File: config.mk
export PLATFORM = sky130hd
export DESIGN_NAME = cascadedIrqCtrl
export DESIGN_NICKNAME = d
export VERILOG_FILES = /design/src/rtl/cascadePkg.sv /design/src/rtl/irqSlice.sv /design/src/rtl/cascadeCtrl.sv /design/src/rtl/cascadedIrqCtrl.sv
export SDC_FILE = /design/constraint.sdc
export NUM_CORES = 1
export LEC_CHECK = 0
export BUFFER_PORTS_ARGS = -buffer_cell sky130_fd_sc_hd__buf_4
export CORE_MARGIN = 5
export CORE_UTILIZATION = 35
export DETAILED_ROUTE_END_ITERATION = 6
export SYNTH_ARGS = -nofsm -noshare
export SYNTH_HDL_FRONTEND = slang
export SYNTH_SLANG_ARGS = --single-unit
File: constraint.sdc
create_clock -name clk -period 3.5 [get_ports clk]
set_input_delay 0.7 -clock clk [delete_from_list [all_inputs] [get_ports clk]]
set_output_delay 0.7 -clock clk [all_outputs]
set_load 0.01 [all_outputs]
File: src/rtl/cascadePkg.sv
package cascadePkg;
  localparam int SLICE_LINES   = 8;
  localparam int NUM_SLICES    = 2;
  localparam int NUM_LINES     = SLICE_LINES * NUM_SLICES;
  localparam int LINE_W        = $clog2(SLICE_LINES);
  localparam int VEC_W         = 8;
  localparam int BASE_W        = VEC_W - LINE_W;
  localparam int CFG_ADDR_W    = 2;
  localparam int CASCADE_LINE  = 2;
  localparam int SPURIOUS_LINE = SLICE_LINES - 1;

  typedef enum logic [CFG_ADDR_W-1:0] {
    CFG_MASK = 2'd0,
    CFG_BASE = 2'd1,
    CFG_MODE = 2'd2,
    CFG_EOI  = 2'd3
  } cfgSel_e;

  // Strobe bundle from the control to one slice
  typedef struct packed {
    logic              ack;
    logic [LINE_W-1:0] line;
  } ackStrobe_t;

  typedef struct packed {
    logic              valid;
    logic [LINE_W-1:0] line;
  } pick_t;

  // Highest priority (lowest index) set bit
  function automatic pick_t lowestSet(input logic [SLICE_LINES-1:0] v);
    pick_t r;
    r.valid = 1'b0;
    r.line  = '0;
    for (int i = SLICE_LINES - 1; i >= 0; i--) begin
      if (v[i]) begin
        r.valid = 1'b1;
        r.line  = LINE_W'(i);
      end
    end
    return r;
  endfunction
endpackage

File: src/rtl/irqSlice.sv
module irqSlice
  import cascadePkg::*;
#(
  parameter bit IS_MASTER = 1'b0
) (
  input  logic                   clk,
  input  logic                   rstN,
  input  logic [SLICE_LINES-1:0] reqLines,
  input  logic                   cascadeSet,
  input  logic                   cfgWr,
  input  logic [CFG_ADDR_W-1:0]  cfgAddr,
  input  logic [VEC_W-1:0]       cfgData,
  input  ackStrobe_t             ackStb,
  output logic                   hasReq,
  output logic [LINE_W-1:0]      winLine,
  output logic [BASE_W-1:0]      vecBase
);
  logic [SLICE_LINES-1:0] irrQ, isrQ, imrQ, lastQ;
  logic [BASE_W-1:0]      baseQ;
  logic                   nestQ;

  logic [SLICE_LINES-1:0] reqEff, casVec, rise, ackHot, eoiHot;
  logic [SLICE_LINES-1:0] pend, isrEff;
  pick_t                  pendPick, svcPick;

  // The master's cascade line follows the slave and never the pin
  always_comb begin
    if (IS_MASTER) begin
      reqEff = reqLines & ~(SLICE_LINES'(1) << CASCADE_LINE);
      casVec = SLICE_LINES'(cascadeSet) << CASCADE_LINE;
    end else begin
      reqEff = reqLines;
      casVec = '0;
    end
  end

  assign rise   = reqEff & ~lastQ;
  assign ackHot = ackStb.ack ? (SLICE_LINES'(1) << ackStb.line) : '0;
  assign eoiHot = (cfgWr && cfgAddr == CFG_EOI) ?
                  (SLICE_LINES'(1) << cfgData[LINE_W-1:0]) : '0;

  always_ff @(posedge clk or negedge rstN) begin
    if (!rstN) begin
      irrQ  <= '0;
      isrQ  <= '0;
      imrQ  <= '0;
      lastQ <= '0;
      baseQ <= '0;
      nestQ <= 1'b0;
    end else begin
      lastQ <= reqEff;
      irrQ  <= (irrQ & ~ackHot) | rise | casVec;
      isrQ  <= (isrQ & ~eoiHot) | ackHot;
      if (cfgWr && cfgAddr == CFG_MASK) imrQ  <= cfgData[SLICE_LINES-1:0];
      if (cfgWr && cfgAddr == CFG_BASE) baseQ <= cfgData[VEC_W-1:LINE_W];
      if (cfgWr && cfgAddr == CFG_MODE) nestQ <= cfgData[0];
    end
  end

  // Resolution against the in-service set
  always_comb begin
    pend   = irrQ & ~imrQ;
    isrEff = isrQ;
    if (IS_MASTER && nestQ) isrEff[CASCADE_LINE] = 1'b0;
    pendPick = lowestSet(pend);
    svcPick  = lowestSet(isrEff);
    hasReq   = pendPick.valid && (!svcPick.valid || pendPick.line < svcPick.line);
    winLine  = pendPick.line;
  end

  assign vecBase = baseQ;

  // an acknowledged line is in service on the next clock
  p_ack_in_service_r6: assert property (@(posedge clk) disable iff (!rstN)
    (ackStb.ack && !(cfgWr && cfgAddr == CFG_EOI)) |=> isrQ[$past(ackStb.line)])
    else $error("acknowledged line not in service");

  // an end-of-interrupt write clears the selected in-service bit
  p_eoi_clears_r11: assert property (@(posedge clk) disable iff (!rstN)
    (cfgWr && cfgAddr == CFG_EOI && !ackStb.ack) |=> !isrQ[$past(cfgData[LINE_W-1:0])])
    else $error("end of interrupt did not clear");

  // a masked line never wins
  p_mask_blocks_r9: assert property (@(posedge clk) disable iff (!rstN)
    hasReq |-> !imrQ[winLine])
    else $error("masked line selected");

  // a rising input is pending on the next clock
  for (genvar i = 0; i < SLICE_LINES; i++) begin : gEdgeChk
    p_edge_latch_r2: assert property (@(posedge clk) disable iff (!rstN)
      (reqEff[i] && !lastQ[i]) |=> irrQ[i])
      else $error("edge not latched");
  end
endmodule

File: src/rtl/cascadeCtrl.sv
module cascadeCtrl
  import cascadePkg::*;
(
  input  logic              clk,
  input  logic              rstN,
  input  logic              ackReq,
  input  logic              mHas,
  input  logic [LINE_W-1:0] mLine,
  input  logic [BASE_W-1:0] mBase,
  input  logic              sHas,
  input  logic [LINE_W-1:0] sLine,
  input  logic [BASE_W-1:0] sBase,
  output ackStrobe_t        mStb,
  output ackStrobe_t        sStb,
  output logic              cascadeSet,
  output logic              intOut,
  output logic              ackValid,
  output logic [VEC_W-1:0]  ackVector,
  output logic [LINE_W:0]   ackLine
);
  logic              toSlave;
  logic [LINE_W-1:0] sPick;
  logic [VEC_W-1:0]  vecNext;
  logic [LINE_W:0]   lineNext;

  always_comb begin
    mStb.ack  = ackReq && mHas;
    mStb.line = mLine;
    toSlave   = mStb.ack && (mLine == LINE_W'(CASCADE_LINE));
    sStb.ack  = toSlave && sHas;
    sStb.line = sLine;
    sPick     = sHas ? sLine : LINE_W'(SPURIOUS_LINE);
    if (!mHas) begin
      vecNext  = {mBase, LINE_W'(SPURIOUS_LINE)};
      lineNext = {1'b0, LINE_W'(SPURIOUS_LINE)};
    end else if (mLine == LINE_W'(CASCADE_LINE)) begin
      vecNext  = {sBase, sPick};
      lineNext = {1'b1, sPick};
    end else begin
      vecNext  = {mBase, mLine};
      lineNext = {1'b0, mLine};
    end
  end

  // The cascade request is withheld in the cycle that consumes it
  assign cascadeSet = sHas && !toSlave;
  assign intOut     = mHas;

  always_ff @(posedge clk or negedge rstN) begin
    if (!rstN) begin
      ackValid  <= 1'b0;
      ackVector <= '0;
      ackLine   <= '0;
    end else begin
      ackValid <= ackReq;
      if (ackReq) begin
        ackVector <= vecNext;
        ackLine   <= lineNext;
      end
    end
  end

  // one valid cycle per acknowledge
  p_ack_valid_r6: assert property (@(posedge clk) disable iff (!rstN)
    ackReq |=> ackValid) else $error("missing valid");
  p_no_stray_valid_r6: assert property (@(posedge clk) disable iff (!rstN)
    !ackReq |=> !ackValid) else $error("stray valid");

  // nothing to serve gives the master spurious answer
  p_master_spurious_r8: assert property (@(posedge clk) disable iff (!rstN)
    (ackReq && !intOut) |=>
      (ackLine == {1'b0, LINE_W'(SPURIOUS_LINE)} &&
       ackVector[LINE_W-1:0] == LINE_W'(SPURIOUS_LINE)))
    else $error("master spurious wrong");

  // cascade win with an idle slave gives line 15
  p_slave_spurious_r7: assert property (@(posedge clk) disable iff (!rstN)
    (ackReq && intOut && mLine == LINE_W'(CASCADE_LINE) && !sHas) |=>
      (ackLine == {1'b1, LINE_W'(SPURIOUS_LINE)}))
    else $error("slave spurious wrong");
endmodule

File: src/rtl/cascadedIrqCtrl.sv
module cascadedIrqCtrl
  import cascadePkg::*;
(
  input  logic                  clk,
  input  logic                  rstN,
  input  logic [NUM_LINES-1:0]  irqIn,
  input  logic                  mCfgWr,
  input  logic [CFG_ADDR_W-1:0] mCfgAddr,
  input  logic [VEC_W-1:0]      mCfgData,
  input  logic                  sCfgWr,
  input  logic [CFG_ADDR_W-1:0] sCfgAddr,
  input  logic [VEC_W-1:0]      sCfgData,
  input  logic                  ackReq,
  output logic                  intOut,
  output logic                  ackValid,
  output logic [VEC_W-1:0]      ackVector,
  output logic [LINE_W:0]       ackLine
);
  // Index 0 is the master, index 1 the slave
  logic                  cfgWr   [NUM_SLICES];
  logic [CFG_ADDR_W-1:0] cfgAddr [NUM_SLICES];
  logic [VEC_W-1:0]      cfgData [NUM_SLICES];
  ackStrobe_t            stb     [NUM_SLICES];
  logic                  has     [NUM_SLICES];
  logic [LINE_W-1:0]     win     [NUM_SLICES];
  logic [BASE_W-1:0]     base    [NUM_SLICES];
  logic                  cascadeSet;

  assign cfgWr[0]   = mCfgWr;
  assign cfgAddr[0] = mCfgAddr;
  assign cfgData[0] = mCfgData;
  assign cfgWr[1]   = sCfgWr;
  assign cfgAddr[1] = sCfgAddr;
  assign cfgData[1] = sCfgData;

  for (genvar g = 0; g < NUM_SLICES; g++) begin : gSlice
    irqSlice #(.IS_MASTER(g == 0)) uSlice (
      .clk        (clk),
      .rstN       (rstN),
      .reqLines   (irqIn[g*SLICE_LINES +: SLICE_LINES]),
      .cascadeSet (cascadeSet),
      .cfgWr      (cfgWr[g]),
      .cfgAddr    (cfgAddr[g]),
      .cfgData    (cfgData[g]),
      .ackStb     (stb[g]),
      .hasReq     (has[g]),
      .winLine    (win[g]),
      .vecBase    (base[g])
    );
  end

  cascadeCtrl uCtrl (
    .clk        (clk),
    .rstN       (rstN),
    .ackReq     (ackReq),
    .mHas       (has[0]),
    .mLine      (win[0]),
    .mBase      (base[0]),
    .sHas       (has[1]),
    .sLine      (win[1]),
    .sBase      (base[1]),
    .mStb       (stb[0]),
    .sStb       (stb[1]),
    .cascadeSet (cascadeSet),
    .intOut     (intOut),
    .ackValid   (ackValid),
    .ackVector  (ackVector),
    .ackLine    (ackLine)
  );
endmodule

==> metrics.cfg, run 1 <==
[detailed_routing]
wire_per_inst_um = 16.0
ant_nets = 0
routed_wl_um = 9160
drc_errors = 0
drtIter0Drc = 140
routed_via_density = 5.19
num_vias = 2979
drt_first_pass_iters = 4

[setup_path]
cp.required_ns = 2.80
crit_fanout = 9
arrival_ns = 2.66
cp_cell_sequence = and2b_2 -> buf_4 -> a211o_2 -> a31o_4 -> inv_4 -> ha_1 -> o21ai_0 -> a32oi_2 -> a21oi_4 -> buf_4
max_stage_delay_ns = 0.37
critPathKind = flip-flop to output port
r2r_cells = 13
crit_path_end_kind = output port
critPathSlowestCell = dfrtp_1
path_common_cell = buf_4
start_kind = flip-flop
startpoint = gSlice[0].uSlice.irrQ[5]
rr_startpoint = gSlice[0].uSlice.irrQ[5]

[global_routing]
antenna_found_initial = 0
grt_pass1_vias = 2992
grt_usage_pct = 14.2
use_met3_pct = 2.85
grt.busiest_layer = met2
grt_max_degree = 85
grt.met1_usage_pct = 19.8
grt_overflow_total = 0
grt_util_met2_pct = 21.6
grt_first_pass_wirelength_um = 15000

[cells_and_area]
drive_gt1_share_pct = 29.7
final.fill_count = 1054
postLayoutCoreUtil_pct = 45.3
final_nets = 475
fin_area_um2 = 4950
regArea_um2 = 2100
area_growth_pct = 25.4
multi_input_area_um2 = 1790
num_antenna_cells = 0
finalNonFillerCells = 574

[floorplanning]
dieHeight_um = 116
rows = 38
pin_count = 55
die-area_um2 = 13500
initial_utilization_pct = 36.1
die_w_um = 116
coreArea_um2 = 10900

[hold_path]
hold_class = flip-flop to flip-flop
min_from = gSlice[0].uSlice.lastQ[7]
whs_path_depth = 1

[logic_synthesis]
syn-num-nets = 403
avgSynthCellArea_um2 = 11.0
synthFlopType = dfrtp_1
synth.cells.most_frequent = dfrtp_1, o21ai_0, mux2_2
synthTopCellsByArea = dfrtp_1, mux2_2, o21ai_0
yosys.cell_types.count = 57
ys_seq_area_share_pct = 53.2
ys_ff_latch = 84
yosys_warnings = 0
yosys.area.top_type_share_pct = 53.2
yosysMostFrequentCell = dfrtp_1
synth_edf_count = 0
synth_top_area_cell = dfrtp_1
syn_inst = 358
synthArstFlopShare_pct = 100
syn-cell-area_um2 = 3950

[clock_network]
hold_buffers = 0
clock_sinks = 84
numCtsBuffers = 9
cts_root_buf = clkbuf_16
cts_tree = built
clkLatencyLatePin_ns = 0.34
clk_pin_slew_ns = 0.06
clockBufferDepth = 2
h-tree-depth = 3

[place]
dpl.cell_count = 555
place.port_buffers = 53
place_area_um2 = 4570
dp_hpwl_um = 6780
place_congestion = 0.802

[pwr]
power_mw = 3.27
p_per_area_nw_per_um2 = 660
leakage_nw = 2.08
vdd_drop_max_uv = 289

[timing]
final_max_slew_viol_count = 0
hold_viol = 0
fmax_mhz = 298
setup_viol = 0
skew_ns = 0.00878
worstMarginPinSlew_ns = 1.04
holdWs_ns = 0.425
max_slew_margin_pct = 30.6
fin_crit_sh_pct = 95.9
layout_min_cycle_time_ns = 3.36

[status]
status = completed

[run]
cap_violations = 0

==> routing by layer <==
layer | vias to the layer above | wire (µm)
met4 | 0 | 136
met2 | 69 | 4260
met5 | - | 0
li1 | 1455 | -
met3 | 9 | 387
met1 | 1446 | 4370
==> cell type report <==
cell class	instances	area share, %
clock inverters	4	1.04
multi-input cells	245	36.1
well taps	140	3.54
flip-flops and latches	84	42.5
inverters	23	1.79
clock buffers	11	4.70
repair buffers	67	10.4
==> sequential cells by signal, summed over array words and instances, names as in the netlist <==
| register | flops |
|---|---|
| gSlice.uSlice.imrQ | 16 |
| gSlice.uSlice.irrQ | 16 |
| gSlice.uSlice.isrEff | 8 |
| gSlice.uSlice.isrQ | 8 |
| gSlice.uSlice.lastQ | 15 |
| gSlice.uSlice.nestQ | 1 |
| gSlice.uSlice.vecBase | 10 |
| uCtrl.ackLine | 4 |
| uCtrl.ackValid | 1 |
| uCtrl.ackVector | 5 |
==> power breakdown <==
part	total, mW	internal (mW)	switching (mW)
Clock	0.908	0.549	0.360
Sequential	1.29	1.14	0.148
Combinational	1.07	0.500	0.569
Total	3.27	2.19	1.08
==> final timing paths <==
| path | to | slack (ns) |
|---|---|---|
| min reg2reg | gSlice[0].uSlice.irrQ[7] | 0.42 |
| min in group asynchronous | gSlice[0].uSlice.lastQ[5] | 0.55 |
| min | gSlice[0].uSlice.irrQ[7] | 0.42 |
| max | intOut | 0.14 |
| max in group asynchronous | gSlice[1].uSlice.imrQ[0] | 2.28 |
| max reg2reg | gSlice[0].uSlice.irrQ[6] | 0.44 |
==> layout by cell type, fill, tap and decap left out, drive strengths merged, types with 14 or more instances in the layout <==
master  instances
nor2b          19
a21oi          18
nand2          14
mux2           26
nand2b         21
inv            23
o21ai          33
nor2           21
buf            67
o31ai          14
dfrtp          84
==> logic make-up (layout without fill, tap and decap cells) <==
group | count (synthesis) | after routing | share of synthesized area (%)
muxes | 31 | 31 | 8.68
AOI/OAI and AO/OA | 101 | 101 | 17.7
DFF | 84 | 84 | 53.2
adders and majority gates | 4 | 4 | 1.27
buffers and inverters | 29 | 105 | 3.20
and+or+nand+nor | 109 | 109 | 15.9
==> metrics by stage <==
step	setup slack (ns)	TNS (ns)
CTS	0.0455	0
detailed placement	0.103	0
finish	0.144	0
global route	-0.000268	-0.000268
global placement	0.122	0
floorplan	0.352	0
==> critical path: cells and delay by family, from the launching register on <==
| kind | cells | cell delay [ns] |
|---|---|---|
| buffers and inverters | 3 | 0.36 |
| flip-flops | 1 | 0.37 |
| AND/OR/NAND/NOR | 1 | 0.22 |
| adder cells (fa/ha/maj) | 1 | 0.23 |
| AO/OA/AOI/OAI | 5 | 1.11 |
==> timing repair <==
action | CTS | global route
setup endpoints to repair | 1 | 1
pin swaps | 3 | 5
gates resized for setup | 4 | 7
buffers inserted | 1 | 3
Power figures use the tool's default switching activity.
==> run 2: changes to the inputs <==
--- a/config.mk
+++ b/config.mk
@@ -6,6 +6,7 @@
 export NUM_CORES = 1
 export LEC_CHECK = 0
 export BUFFER_PORTS_ARGS = -buffer_cell sky130_fd_sc_hd__buf_4
+export CORE_ASPECT_RATIO = 0.6
 export CORE_MARGIN = 5
 export CORE_UTILIZATION = 35
 export DETAILED_ROUTE_END_ITERATION = 6
==> run 2 against run 1 <==
Compared with the run above: design area rose by 0.56%; wire length up 12%; clock-buffer cell count is 1 lower; flip-flop and latch count did not move; combinational power up 4%; total power is 2.1% higher; largest power group unchanged; register-to-register slack worse by 0.04 ns; largest cell class unchanged; critical path type unchanged; non-clock buffer count is 4 higher.
==> metrics.cfg, run 2 (synthesis results as in run 1) <==
[place]
place_congestion = 0.894
place.port_buffers = 53
dp_hpwl_um = 7560

[clock_network]
numCtsBuffers = 9
hold_buffers = 0
h-tree-depth = 3
clk_pin_slew_ns = 0.06
cts_tree = built
clkLatencyLatePin_ns = 0.34
cts_root_buf = clkbuf_16
clockBufferDepth = 2
clock_sinks = 84

[run]
cap_violations = 0

[setup_path]
r2r-end = gSlice[0].uSlice.irrQ[6]
critPathKind = flip-flop to output port
r2r_cells = 14
r2r_slack_ns = 0.40
crit_fanout = 9
cp.required_ns = 2.80
arrival_ns = 2.67
rr_startpoint = gSlice[0].uSlice.irrQ[5]
start_kind = flip-flop
crit_path_end_kind = output port

[pwr]
p_int_mw = 2.20
p_clk_share_pct = 28.3
p_seq_share_pct = 38.5
p_switching_mw = 1.14
vdd_drop_max_uv = 241
p_per_area_nw_per_um2 = 670
p_comb_share_pct = 33.2
swShare_pct = 34.1
leakage_nw = 2.09

[floorplanning]
coreArea_um2 = 11100
die-area_um2 = 13600
dieHeight_um = 92.3
pin_count = 55
die_w_um = 147
initial_utilization_pct = 35.4
rows = 30

[timing]
setup_viol = 0
max_slew_margin_pct = 29.6
hold_viol = 0
rsz0062_at_grt = no
layout_min_cycle_time_ns = 3.37
fin_crit_sh_pct = 96.2
final_max_slew_viol_count = 0
skew_ns = 0.00687
worstMarginPinSlew_ns = 1.06
fmax_mhz = 297
setup_tns_ns = 0

[cells_and_area]
final.fill_count = 1035
postLayoutCoreUtil_pct = 44.7
final_common_cell = dfrtp_1
num_antenna_cells = 0
drive_gt1_share_pct = 30.8
top_regs = gSlice.uSlice.imrQ x16, gSlice.uSlice.irrQ x16, gSlice.uSlice.lastQ x15
regArea_um2 = 2100
multi_input_area_um2 = 1780
area_growth_pct = 26.1
final_nets = 479
final_cell_mix = dfrtp_1, buf_4, o21ai_0

[global_routing]
grt_max_degree = 85
grt_first_pass_wirelength_um = 16900
antenna_found_initial = 0
grt_usage_pct = 15.8
grt_pass1_vias = 3221
grt_overflow_total = 0

[detailed_routing]
drtIter0Drc = 307
num_vias = 3083
ant_nets = 0
routed_via_density = 5.29
drt_first_pass_iters = 4
drc_errors = 0
wire_per_inst_um = 17.5
routed_wl_um = 10200

[hold_path]
hold_path_end = gSlice[0].uSlice.irrQ[7]
hold_class = flip-flop to flip-flop
whs_path_depth = 1
min_from = gSlice[0].uSlice.lastQ[7]

[status]
status = completed

## run 2: worst max path at each step
stage / start / to / slack (ns) / cells past startpoint
2_1_floorplan: gSlice[0].uSlice.irrQ[4] / intOut / 0.35 / 9
3_3_place_gp: gSlice[0].uSlice.irrQ[4] / intOut / 0.16 / 10
3_5_place_dp: gSlice[0].uSlice.irrQ[5] / intOut / 0.11 / 10
4_1_cts: gSlice[0].uSlice.irrQ[4] / intOut / 0.003 / 10
5_1_grt: gSlice[0].uSlice.irrQ[5] / intOut / 0.03 / 10
6_report: gSlice[0].uSlice.irrQ[5] / intOut / 0.13 / 10
## run 2: stage by stage
stage          instance area (µm²)  instances  total power [mW]  setup WS [ns]  hold WS [ns]
2_1_floorplan                 3950        358              1.92          0.352         0.400
3_3_place_gp                  4570        560              2.29          0.157         0.413
6_report                      4980        583              3.34          0.131         0.418
4_1_cts                       4910        579              3.30        0.00257         0.421
5_1_grt                       4980        583              3.52         0.0340         0.454
3_5_place_dp                  4570        560              2.31          0.114         0.413
## run 2: area by class of cell
cell class                      instances  share of cell area [%]
Sequential cell                        84                    42.2
Multi-Input combinational cell        245                    35.8
Clock inverter                          6                    1.28
Tap cell                              144                    3.62
Clock buffer                           10                    4.60
Inverter                               23                    1.78
Timing Repair Buffer                   71                    10.7
## run 2: power by group through the flow
| stage | combinational, mW | sequential [mW] | clock [mW] |
|---|---|---|---|
| finish | 1.11 | 1.28 | 0.945 |
| global route | 1.21 | 1.31 | 1.00 |
| CTS | 1.06 | 1.28 | 0.968 |
| detailed placement | 1.02 | 1.29 | 0 |
| global placement | 1.00 | 1.29 | 0 |
| floorplan | 0.657 | 1.26 | 0 |
## run 2: timing repair
| action | in CTS | in global routing |
|---|---|---|
| setup buffers | 3 | 4 |
| cloned | 0 | 0 |
| pin swaps | 3 | 5 |
| endpoints found under the setup margin | 1 | 1 |
| resized for setup | 5 | 6 |
## run 2: per-layer routing
| layer | global-route usage, % | share of wire [%] | vias up |
|---|---|---|---|
| met1 | 24.4 | 51 | 1511 |
| met4 | 4.19 | 1.2 | 0 |
| met2 | 21.0 | 41 | 99 |
| met5 | 0 | 0 | - |
| li1 | - | - | 1461 |
| met3 | 4.84 | 6.9 | 12 |
## run 2: critical path, stage by stage, from the launching register on
cell and delay, ns:
dfrtp_1 0.38, and2b_2 0.23, buf_4 0.14, a211o_2 0.32, a31o_4 0.26, inv_4 0.10
ha_1 0.24, o21ai_0 0.22, a32oi_2 0.13, a21oi_4 0.18, buf_4 0.13
==> run 3: changes to the inputs <==
--- a/config.mk
+++ b/config.mk
@@ -8,8 +8,11 @@
 export BUFFER_PORTS_ARGS = -buffer_cell sky130_fd_sc_hd__buf_4
 export CORE_ASPECT_RATIO = 0.6
 export CORE_MARGIN = 5
-export CORE_UTILIZATION = 35
+export CORE_UTILIZATION = 55
+export CTS_CLUSTER_SIZE = 20
 export DETAILED_ROUTE_END_ITERATION = 6
+export PLACE_DENSITY = 0.77
+export SETUP_SLACK_MARGIN = 0.5
 export SYNTH_ARGS = -nofsm -noshare
 export SYNTH_HDL_FRONTEND = slang
 export SYNTH_SLANG_ARGS = --single-unit
==> run 3 against run 2 <==
Compared with the run above: first-iteration DRC count decreased by 16%; via count rose by 3.9%; clock skew hardly changed; final cell count is 9.1% lower; design area increased by 0.23%; sequential share of layout area shrank 0.095 points; clock-buffer cell count up 1; critical endpoint unchanged; largest cell class unchanged; largest power group unchanged.
==> metrics.cfg, run 3 (synthesis results as in run 1) <==
[status]
status = completed

[place]
dpl.cell_count = 499
dp_hpwl_um = 7070
place_congestion = 0.954
place.port_buffers = 53

[detailed_routing]
drc_errors = 0
ant_nets = 0
num_vias = 3202
drt-met1-wl_um = 4800
wire_per_inst_um = 18.9
wl_met3_um = 794
top_layer = met4
wl_met2_um = 4330
routed_via_density = 6.04
drtIter0Drc = 259
routed_wl_um = 10000
drt_first_pass_iters = 5

[cells_and_area]
final_common_cell = dfrtp_1
num_antenna_cells = 0
postLayoutCoreUtil_pct = 73.2
drive_gt1_share_pct = 32.3
finalNonFillerCells = 530
final_cell_mix = dfrtp_1, buf_4, o21ai_0
top_regs = gSlice.uSlice.imrQ x16, gSlice.uSlice.irrQ x16, gSlice.uSlice.lastQ x15
final.fill_count = 491
area_growth_pct = 26.4
final_nets = 483

[floorplanning]
pin_count = 55
coreArea_um2 = 6820
die-area_um2 = 9030
dieHeight_um = 75.6
rows = 23
initial_utilization_pct = 57.9
die_w_um = 119

[clock_network]
h-tree-depth = 3
clock_sinks = 84
cts_root_buf = clkbuf_16
cts_tree = built
numCtsBuffers = 9
clkLatencyLatePin_ns = 0.35
hold_buffers = 0
clockBufferDepth = 2
clk_pin_slew_ns = 0.06

[hold_path]
min_from = gSlice[0].uSlice.lastQ[7]
hold_class = flip-flop to flip-flop
hold_path_end = gSlice[0].uSlice.irrQ[7]
whs_path_depth = 1

[pwr]
p_per_area_nw_per_um2 = 689
p_comb_share_pct = 34.1
swShare_pct = 34.0
p_int_mw = 2.27
p_switching_mw = 1.17
p_seq_share_pct = 37.5
vdd_drop_max_uv = 394
p_clk_share_pct = 28.4
leakage_nw = 2.13
power_mw = 3.44

[timing]
fmax_mhz = 295
worstMarginPinSlew_ns = 1.05
holdWs_ns = 0.415
final_max_slew_viol_count = 0
fin_crit_sh_pct = 96.8
rsz0062_at_grt = yes
hold_viol = 0
setup_tns_ns = 0
layout_min_cycle_time_ns = 3.39
skew_ns = 0.00727
setup_viol = 0
max_slew_margin_pct = 30.1

[global_routing]
grt_max_degree = 85
grt_overflow_total = 0
grt_first_pass_wirelength_um = 16100
grt_usage_pct = 23.5
grt_pass1_vias = 3149
antenna_found_initial = 0

[setup_path]
crit_fanout = 2
r2r-end = gSlice[0].uSlice.isrQ[1]
arrival_ns = 2.69
r2r_cells = 13
cp.required_ns = 2.80
rr_startpoint = gSlice[0].uSlice.irrQ[5]
r2r_slack_ns = 0.39
crit_path_end_kind = output port
start_kind = flip-flop
startpoint = gSlice[0].uSlice.irrQ[5]
critPathKind = flip-flop to output port

[run]
cap_violations = 0

[run 3: cell count changes in the layout (fill, tap and decap cells not counted), sizes merged]
cell | before | now
buf | 71 | 75
clkbuf | 10 | 11
clkinv | 2 | 3
clkinvlp | 2 | 1
inv | 24 | 23
[run 3: final cells by class]
| type | count | area [µm²] | share of cell area, % |
|---|---|---|---|
| clock inverter | 5 | 60.1 | 1.20 |
| timing repair buffer | 75 | 568 | 11.4 |
| inverter | 23 | 91.3 | 1.83 |
| multi-input combinational | 245 | 1810 | 36.2 |
| sequential | 84 | 2100 | 42.1 |
| clock buffer | 11 | 253 | 5.07 |
| tap | 87 | 109 | 2.18 |
[run 3: worst max-delay path by stage]
stage / end / cells past startpoint / slack, ns
finish: intOut / 10 / 0.11
global route: intOut / 10 / 0.07
CTS: intOut / 10 / 0.15
detailed placement: intOut / 10 / 0.15
global placement: intOut / 10 / 0.27
floorplan: intOut / 9 / 0.51
[run 3: critical path, stage by stage (launching register included)]
cell and delay (ns):
dfrtp_1 0.38, and2b_2 0.23, nor4b_4 0.33, or2_4 0.20, inv_4 0.05, ha_4 0.21, a211oi_2 0.20, o21ai_2 0.11
or3_4 0.35, a21oi_2 0.15, buf_4 0.14
[run 3: metal layers]
metal	GRT usage, %	vias up
met2	35.1	118
met1	33.4	1600
li1	-	1472
met3	7.72	12
met4	6.85	0
met5	0	-
[run 3: what timing repair did]
item,4_1_cts,5_1_grt
setup buffers,8,6
setup endpoints to repair,20,21
gates resized for setup,10,8
pin swaps,7,4
gates cloned,0,1
[run 3: metrics by stage]
step / worst slack (ns) / area, µm²
3_3_place_gp: 0.266 / 4480
5_1_grt: 0.0741 / 4990
2_1_floorplan: 0.508 / 3960
4_1_cts: 0.154 / 4910
3_5_place_dp: 0.155 / 4480
6_report: 0.112 / 4990
[run 3: power by group through the flow]
stage,Combinational [mW],Clock [mW],Sequential (mW)
after floorplan,0.669,0,1.26
after global placement,0.958,0,1.28
after detailed placement,0.989,0,1.29
after CTS,1.07,0.993,1.28
after global routing,1.26,1.04,1.31
final,1.17,0.977,1.29
